File: src/rtl/ccr_pkg.sv
package ccr_pkg;
  localparam int DATA_W   = 16;
  localparam int ADDR_W   = 9;
  localparam int NSRC     = 3;
  localparam int BIT_RST  = 0;
  localparam int BIT_REQ  = 1;
  localparam int BIT_HALT = 2;
  localparam int BIT_SRC0 = 3;
  localparam int USED_W   = BIT_SRC0 + 2 * NSRC;

  // source index: 0 audio, 1 DMA, 2 coprocessor
  function automatic int stat_pos(input int idx);
    return BIT_SRC0 + 2 * idx;
  endfunction

  function automatic int mask_pos(input int idx);
    return BIT_SRC0 + 2 * idx + 1;
  endfunction

  function automatic logic any_enabled(input logic [NSRC-1:0] st,
                                       input logic [NSRC-1:0] en);
    return |(st & en);
  endfunction
endpackage

File: src/rtl/ccr_src_bit.sv
module ccr_src_bit #(
  parameter int DATA_W = 16,
  parameter int ST_POS = 3,
  parameter int MK_POS = 4
) (
  input  logic              clk,
  input  logic              rst_n,
  input  logic              wr_hit,
  input  logic [DATA_W-1:0] wdata,
  input  logic              ev,
  output logic              stat,
  output logic              mask
);
  logic clr_hit;
  assign clr_hit = wr_hit & wdata[ST_POS];

  always_ff @(posedge clk) begin
    if (!rst_n) begin
      stat <= 1'b0;
      mask <= 1'b0;
    end else begin
      // event beats a simultaneous clear
      if (ev)           stat <= 1'b1;
      else if (clr_hit) stat <= 1'b0;
      if (wr_hit)       mask <= wdata[MK_POS];
    end
  end

  p_event_sets_r2: assert property (@(posedge clk) disable iff (!rst_n)
    ev |=> stat);
  p_event_wins_r8: assert property (@(posedge clk) disable iff (!rst_n)
    (ev && clr_hit) |=> stat);
  p_clear_r3: assert property (@(posedge clk) disable iff (!rst_n)
    (clr_hit && !ev) |=> !stat);
  p_hold_r3: assert property (@(posedge clk) disable iff (!rst_n)
    (!clr_hit && !ev) |=> $stable(stat));
  p_mask_write_r4: assert property (@(posedge clk) disable iff (!rst_n)
    wr_hit |=> (mask == $past(wdata[MK_POS])));
endmodule

File: src/rtl/ccr_ctrl.sv
module ccr_ctrl
  import ccr_pkg::*;
#(
  parameter int DW = DATA_W
) (
  input  logic          clk,
  input  logic          rst_n,
  input  logic          wr_hit,
  input  logic [DW-1:0] wdata,
  output logic          halt_q,
  output logic          req_q,
  output logic          rst_pulse
);
  always_ff @(posedge clk) begin
    if (!rst_n) begin
      halt_q    <= 1'b0;
      req_q     <= 1'b0;
      rst_pulse <= 1'b0;
    end else begin
      rst_pulse <= wr_hit & wdata[BIT_RST];
      if (wr_hit) begin
        halt_q <= wdata[BIT_HALT];
        req_q  <= wdata[BIT_REQ];
      end
    end
  end

  p_pulse_src_r6: assert property (@(posedge clk) disable iff (!rst_n)
    rst_pulse |-> $past(wr_hit && wdata[BIT_RST]));
  p_pulse_idle_r6: assert property (@(posedge clk) disable iff (!rst_n)
    !wr_hit |=> !rst_pulse);
  p_halt_follow_r5: assert property (@(posedge clk) disable iff (!rst_n)
    wr_hit |=> (halt_q == $past(wdata[BIT_HALT])));
  p_req_hold_r7: assert property (@(posedge clk) disable iff (!rst_n)
    !wr_hit |=> $stable(req_q));
endmodule

File: src/rtl/ccr_decode.sv
module ccr_decode
  import ccr_pkg::*;
#(
  parameter int             AW  = ADDR_W,
  parameter int             DW  = DATA_W,
  parameter logic [AW-1:0]  OFS = 'h0A
) (
  input  logic            clk,
  input  logic            rst_n,
  input  logic            sel,
  input  logic            wr,
  input  logic [AW-1:0]   addr,
  input  logic [NSRC-1:0] stat,
  input  logic [NSRC-1:0] mask,
  input  logic            halt_q,
  input  logic            req_q,
  output logic            wr_hit,
  output logic [DW-1:0]   rdata
);
  logic          addr_hit;
  logic          rd_hit;
  logic [DW-1:0] word;

  assign addr_hit = sel & (addr == OFS);
  assign wr_hit   = addr_hit & wr;
  assign rd_hit   = addr_hit & ~wr;

  always_comb begin
    word           = '0;
    word[BIT_REQ]  = req_q;
    word[BIT_HALT] = halt_q;
    for (int i = 0; i < NSRC; i++) begin
      word[stat_pos(i)] = stat[i];
      word[mask_pos(i)] = mask[i];
    end
    rdata = rd_hit ? word : '0;
  end

  p_upper_zero_r9: assert property (@(posedge clk) disable iff (!rst_n)
    rdata[DW-1:USED_W] == '0);
  p_rst_bit_zero_r6: assert property (@(posedge clk) disable iff (!rst_n)
    rdata[BIT_RST] == 1'b0);
  p_no_read_off_r9: assert property (@(posedge clk) disable iff (!rst_n)
    !rd_hit |-> (rdata == '0));
endmodule

File: src/rtl/copro_ctrl_reg.sv
module copro_ctrl_reg
  import ccr_pkg::*;
#(
  parameter int                 AW  = ADDR_W,
  parameter int                 DW  = DATA_W,
  parameter logic [ADDR_W-1:0]  OFS = 9'h00A
) (
  input  logic          clk,
  input  logic          rst_n,
  input  logic          reg_sel,
  input  logic          reg_wr,
  input  logic [AW-1:0] reg_addr,
  input  logic [DW-1:0] reg_wdata,
  output logic [DW-1:0] reg_rdata,
  input  logic          ev_aud,
  input  logic          ev_dma,
  input  logic          ev_copro,
  output logic          host_irq,
  output logic          halt,
  output logic          copro_reset,
  output logic          copro_irq_req
);
  logic            wr_hit;
  logic [NSRC-1:0] ev_vec;
  logic [NSRC-1:0] stat;
  logic [NSRC-1:0] mask;
  logic            halt_q;
  logic            req_q;
  logic            rst_pulse;

  assign ev_vec = {ev_copro, ev_dma, ev_aud};

  ccr_decode #(.AW(AW), .DW(DW), .OFS(OFS[AW-1:0])) u_dec (
    .clk(clk), .rst_n(rst_n), .sel(reg_sel), .wr(reg_wr), .addr(reg_addr),
    .stat(stat), .mask(mask), .halt_q(halt_q), .req_q(req_q),
    .wr_hit(wr_hit), .rdata(reg_rdata)
  );

  for (genvar g = 0; g < NSRC; g++) begin : g_src
    ccr_src_bit #(.DATA_W(DW), .ST_POS(stat_pos(g)), .MK_POS(mask_pos(g))) u_src (
      .clk(clk), .rst_n(rst_n), .wr_hit(wr_hit), .wdata(reg_wdata),
      .ev(ev_vec[g]), .stat(stat[g]), .mask(mask[g])
    );
  end

  ccr_ctrl #(.DW(DW)) u_ctl (
    .clk(clk), .rst_n(rst_n), .wr_hit(wr_hit), .wdata(reg_wdata),
    .halt_q(halt_q), .req_q(req_q), .rst_pulse(rst_pulse)
  );

  assign host_irq      = any_enabled(stat, mask);
  assign halt          = halt_q;
  assign copro_reset   = rst_pulse;
  assign copro_irq_req = req_q;

  p_reset_state_r1: assert property (@(posedge clk)
    !rst_n |=> (!host_irq && !halt && !copro_reset && !copro_irq_req));
  p_irq_needs_src_r4: assert property (@(posedge clk) disable iff (!rst_n)
    host_irq |-> (stat != '0));
  p_foreign_write_r10: assert property (@(posedge clk) disable iff (!rst_n)
    !wr_hit |=> ($stable(mask) && $stable(halt_q) && !rst_pulse));
endmodule

File: config.mk
export PLATFORM = sky130hd
export DESIGN_NAME = copro_ctrl_reg
export DESIGN_NICKNAME = d
export VERILOG_FILES = /design/src/rtl/ccr_pkg.sv /design/src/rtl/ccr_src_bit.sv /design/src/rtl/ccr_ctrl.sv /design/src/rtl/ccr_decode.sv /design/src/rtl/copro_ctrl_reg.sv
export SDC_FILE = /design/constraint.sdc
export NUM_CORES = 1
export LEC_CHECK = 0
export BUFFER_PORTS_ARGS = -buffer_cell sky130_fd_sc_hd__buf_2
export CORE_MARGIN = 4
export CORE_UTILIZATION = 30
export DETAILED_ROUTE_END_ITERATION = 6
export GPL_TIMING_DRIVEN = 0
export PLACE_DENSITY = 0.72
export SYNTH_ARGS = -nofsm -noshare
export SYNTH_HDL_FRONTEND = slang
export SYNTH_SLANG_ARGS = --single-unit
File: constraint.sdc
create_clock -name clk -period 1 [get_ports clk]
set_input_delay 0.2 -clock clk [delete_from_list [all_inputs] [get_ports clk]]
set_output_delay 0.2 -clock clk [all_outputs]
set_load 0.005 [all_outputs]
==> results.toml <==
[outcome]
status = "finished with violations"
violations = "setup timing"

[clock_tree]
clk_pin_slew_ns = 0.06
cts_buffers = 3
clock_latency_ns = 0.25
clk_path_buf_depth = 2
clock-sinks = 9
hold_buffers = 0
htreeDepth = 1
root_buffer = "clkbuf_4"
cts_tree = "done"

[layout]
area_delta_synth_final_pct = 69.3
layout-drive-gt1-share_pct = 55.5
utilization_pct = 55.6
multi_input_area_um2 = 309
layout.area.seq_um2 = 183
fin_nets = 143
diodes = 0
n_fill_cell = 154

[power_and_ir_drop]
powerDensity_mw_per_mm2 = 880
p_total_uw = 771
worst_ir_drop_vdd_v = 0.000325
p_leak_nw = 0.462

[synth]
synth.most_common_cell = "nand2_1"
synth_edf_count = 0
avgSynthCellArea_um2 = 8.49
yosys.area.top_type = "dfxtp_1"
synth_async_sr_flop_share_pct = 0
yosys_warnings = 0
synth_ff_type = "dfxtp_1"
synthTopCellsByArea = "dfxtp_1 (35%), buf_4 (12%), and2_1 (9.7%)"
synthesis.area_um2 = 518
synth_seq_cells = 9
synth.distinct_cells = 19
ys_seq_area_share_pct = 34.8
synth_top_cell_area_share_pct = 34.8
synth_common_cells = "nand2_1 (10), dfxtp_1 (9), and2_1 (8), buf_4 (8), mux2i_1 (5)"
syn_inst = 61

[floorplan]
start_util_pct = 32.9
core-area_mm2 = 0.00158
io_pins = 52
die-area_mm2 = 0.00246
die_w_um = 49.6
rows = 14
fp.dieH_um = 49.6

[job]
max_cap_violations = 0

[drt]
viasPerCell = 4.37
wl_um = 1340
drc_errors = 0
ant_nets = 0
first_iter_violations = 1
post_drt_wl_per_cell_um = 10.7
firstDrtPassIters = 4
vias = 551

[timing]
hold_viol = 0
grt_setup_unrepaired = "true"
min_period_over_period_pct = 133
finClkSkew_ns = 0
setup_viol = 9
slew_violations = 0
holdWs_ns = 0.135
max_clock_freq_mhz = 753
setup_slack_ns = -0.328
period_minus_slack_ns = 1.33

[worst_setup_path]
rrSetupSlack_ns = 0.25
crit_required_ns = 0.80
path_max_fanout = 8
start_kind = "input port"
crit_path_top_delay_cell = "and4_4"
critical_path.max_stage_delay_ns = 0.30
worst_setup_path_end_kind = "primary output"
reg2reg_depth = 3
worst-setup-path-type = "input port to primary output"
cp_cell_sequence = "buf_2 -> nor4b_2 -> and4_4 -> and2_4 -> buf_6"
crit_arrival_ns = 1.13

[hold_path]
min_path_type = "input port to flop"
hold_depth = 2

[grt]
grt_pass1_wl_um = 2150
grt_util_all_layers_pct = 10.9
overflow = 0
grt_pass1_vias = 525
antenna_found_initial = 0
grt_start_max_net_pins = 11

[placed_design]
gp_congestion = 0.713
io_buffers = 36
hpwl_um = 1040
-- kinds of logic after synthesis --
| family | Yosys count | share of synthesized area (%) |
|---|---|---|
| buf+inv | 14 | 17.4 |
| simple gates | 25 | 29.0 |
| compound gates | 7 | 8.45 |
| flops | 9 | 34.8 |
| mux | 5 | 9.66 |
| other cells | 1 | 0.724 |
-- worst max-delay path, delay by kind of cell --
| kind | cells | cell delay [ns] |
|---|---|---|
| AND/OR/NAND/NOR | 3 | 0.73 |
| buffers and inverters | 2 | 0.19 |
-- sequential cells by signal, indices dropped and copies added (netlist names) --
signal / count
g_src.u_src.mask: 3
g_src.u_src.stat: 3
u_ctl.halt_q: 1
u_ctl.req_q: 1
u_ctl.rst_pulse: 1
-- final timing paths --
path | from | endpoint
max reg2reg | g_src[0].u_src.stat | g_src[0].u_src.stat
min reg2reg | g_src[0].u_src.mask | g_src[0].u_src.mask
max | reg_addr[8] | reg_rdata[8]
min | reg_wdata[3] | g_src[0].u_src.stat
-- layout by cell type, fill, tap and decap left out --
cell type / count
inv_1: 4
o21ai_0: 3
dfxtp_2: 2
a31oi_1: 3
buf_2: 28
buf_6: 10
buf_4: 9
clkbuf_4: 3
nor2b_1: 1
dfxtp_1: 7
conb_1: 8
mux2i_1: 5
nor4_4: 1
nor4bb_2: 1
and2_1: 3
clkbuf_1: 2
and2_4: 5
and3_1: 1
a222oi_1: 1
and4_1: 1
nor4b_2: 1
and4_4: 1
nand2_1: 10
-- area by class of cell --
| type | instances | share of cell area (%) |
|---|---|---|
| multi-input cells | 45 | 35.2 |
| repair buffers | 38 | 28.4 |
| flip-flops and latches | 9 | 20.8 |
| plain buffers | 10 | 8.56 |
| clock buffers | 4 | 3.00 |
| well taps | 16 | 2.28 |
| inverters | 4 | 1.71 |
-- through the flow --
stage / cells / area (um^2) / setup slack, ns / setup TNS (ns)
final: 126 / 877 / -0.328 / -2.84
after global routing: 126 / 877 / -0.386 / -3.69
after CTS: 125 / 827 / -0.320 / -2.78
after detailed placement: 120 / 761 / -0.342 / -4.63
after global placement: 120 / 761 / -0.338 / -4.40
after floorplan: 68 / 561 / -0.0513 / -0.552
-- metal layers --
layer / GRT usage, % / share of wire, % / vias up
li1: - / - / 290
met1: 12.8 / 40 / 234
met2: 17.8 / 50 / 27
met3: 3.01 / 9.7 / 0
met4: 5.53 / 0 / 0
met5: 0 / 0 / -
-- what timing repair did --
item                                    in CTS  in global routing
setup buffers                                1                  0
hold endpoints to repair                     0                  0
gates resized for setup                      8                  9
pin swaps                                    9                  7
gates cloned                                 0                  1
endpoints found under the setup margin       9                 18
-- report_power, final --
group,internal (mW),switching [mW],leakage [nW]
Clock,0.153,0.115,0.0150
Sequential,0.368,0.00559,0.0742
Combinational,0.0791,0.0512,0.373
Total,0.600,0.171,0.462
Power figures use the tool's default switching activity.
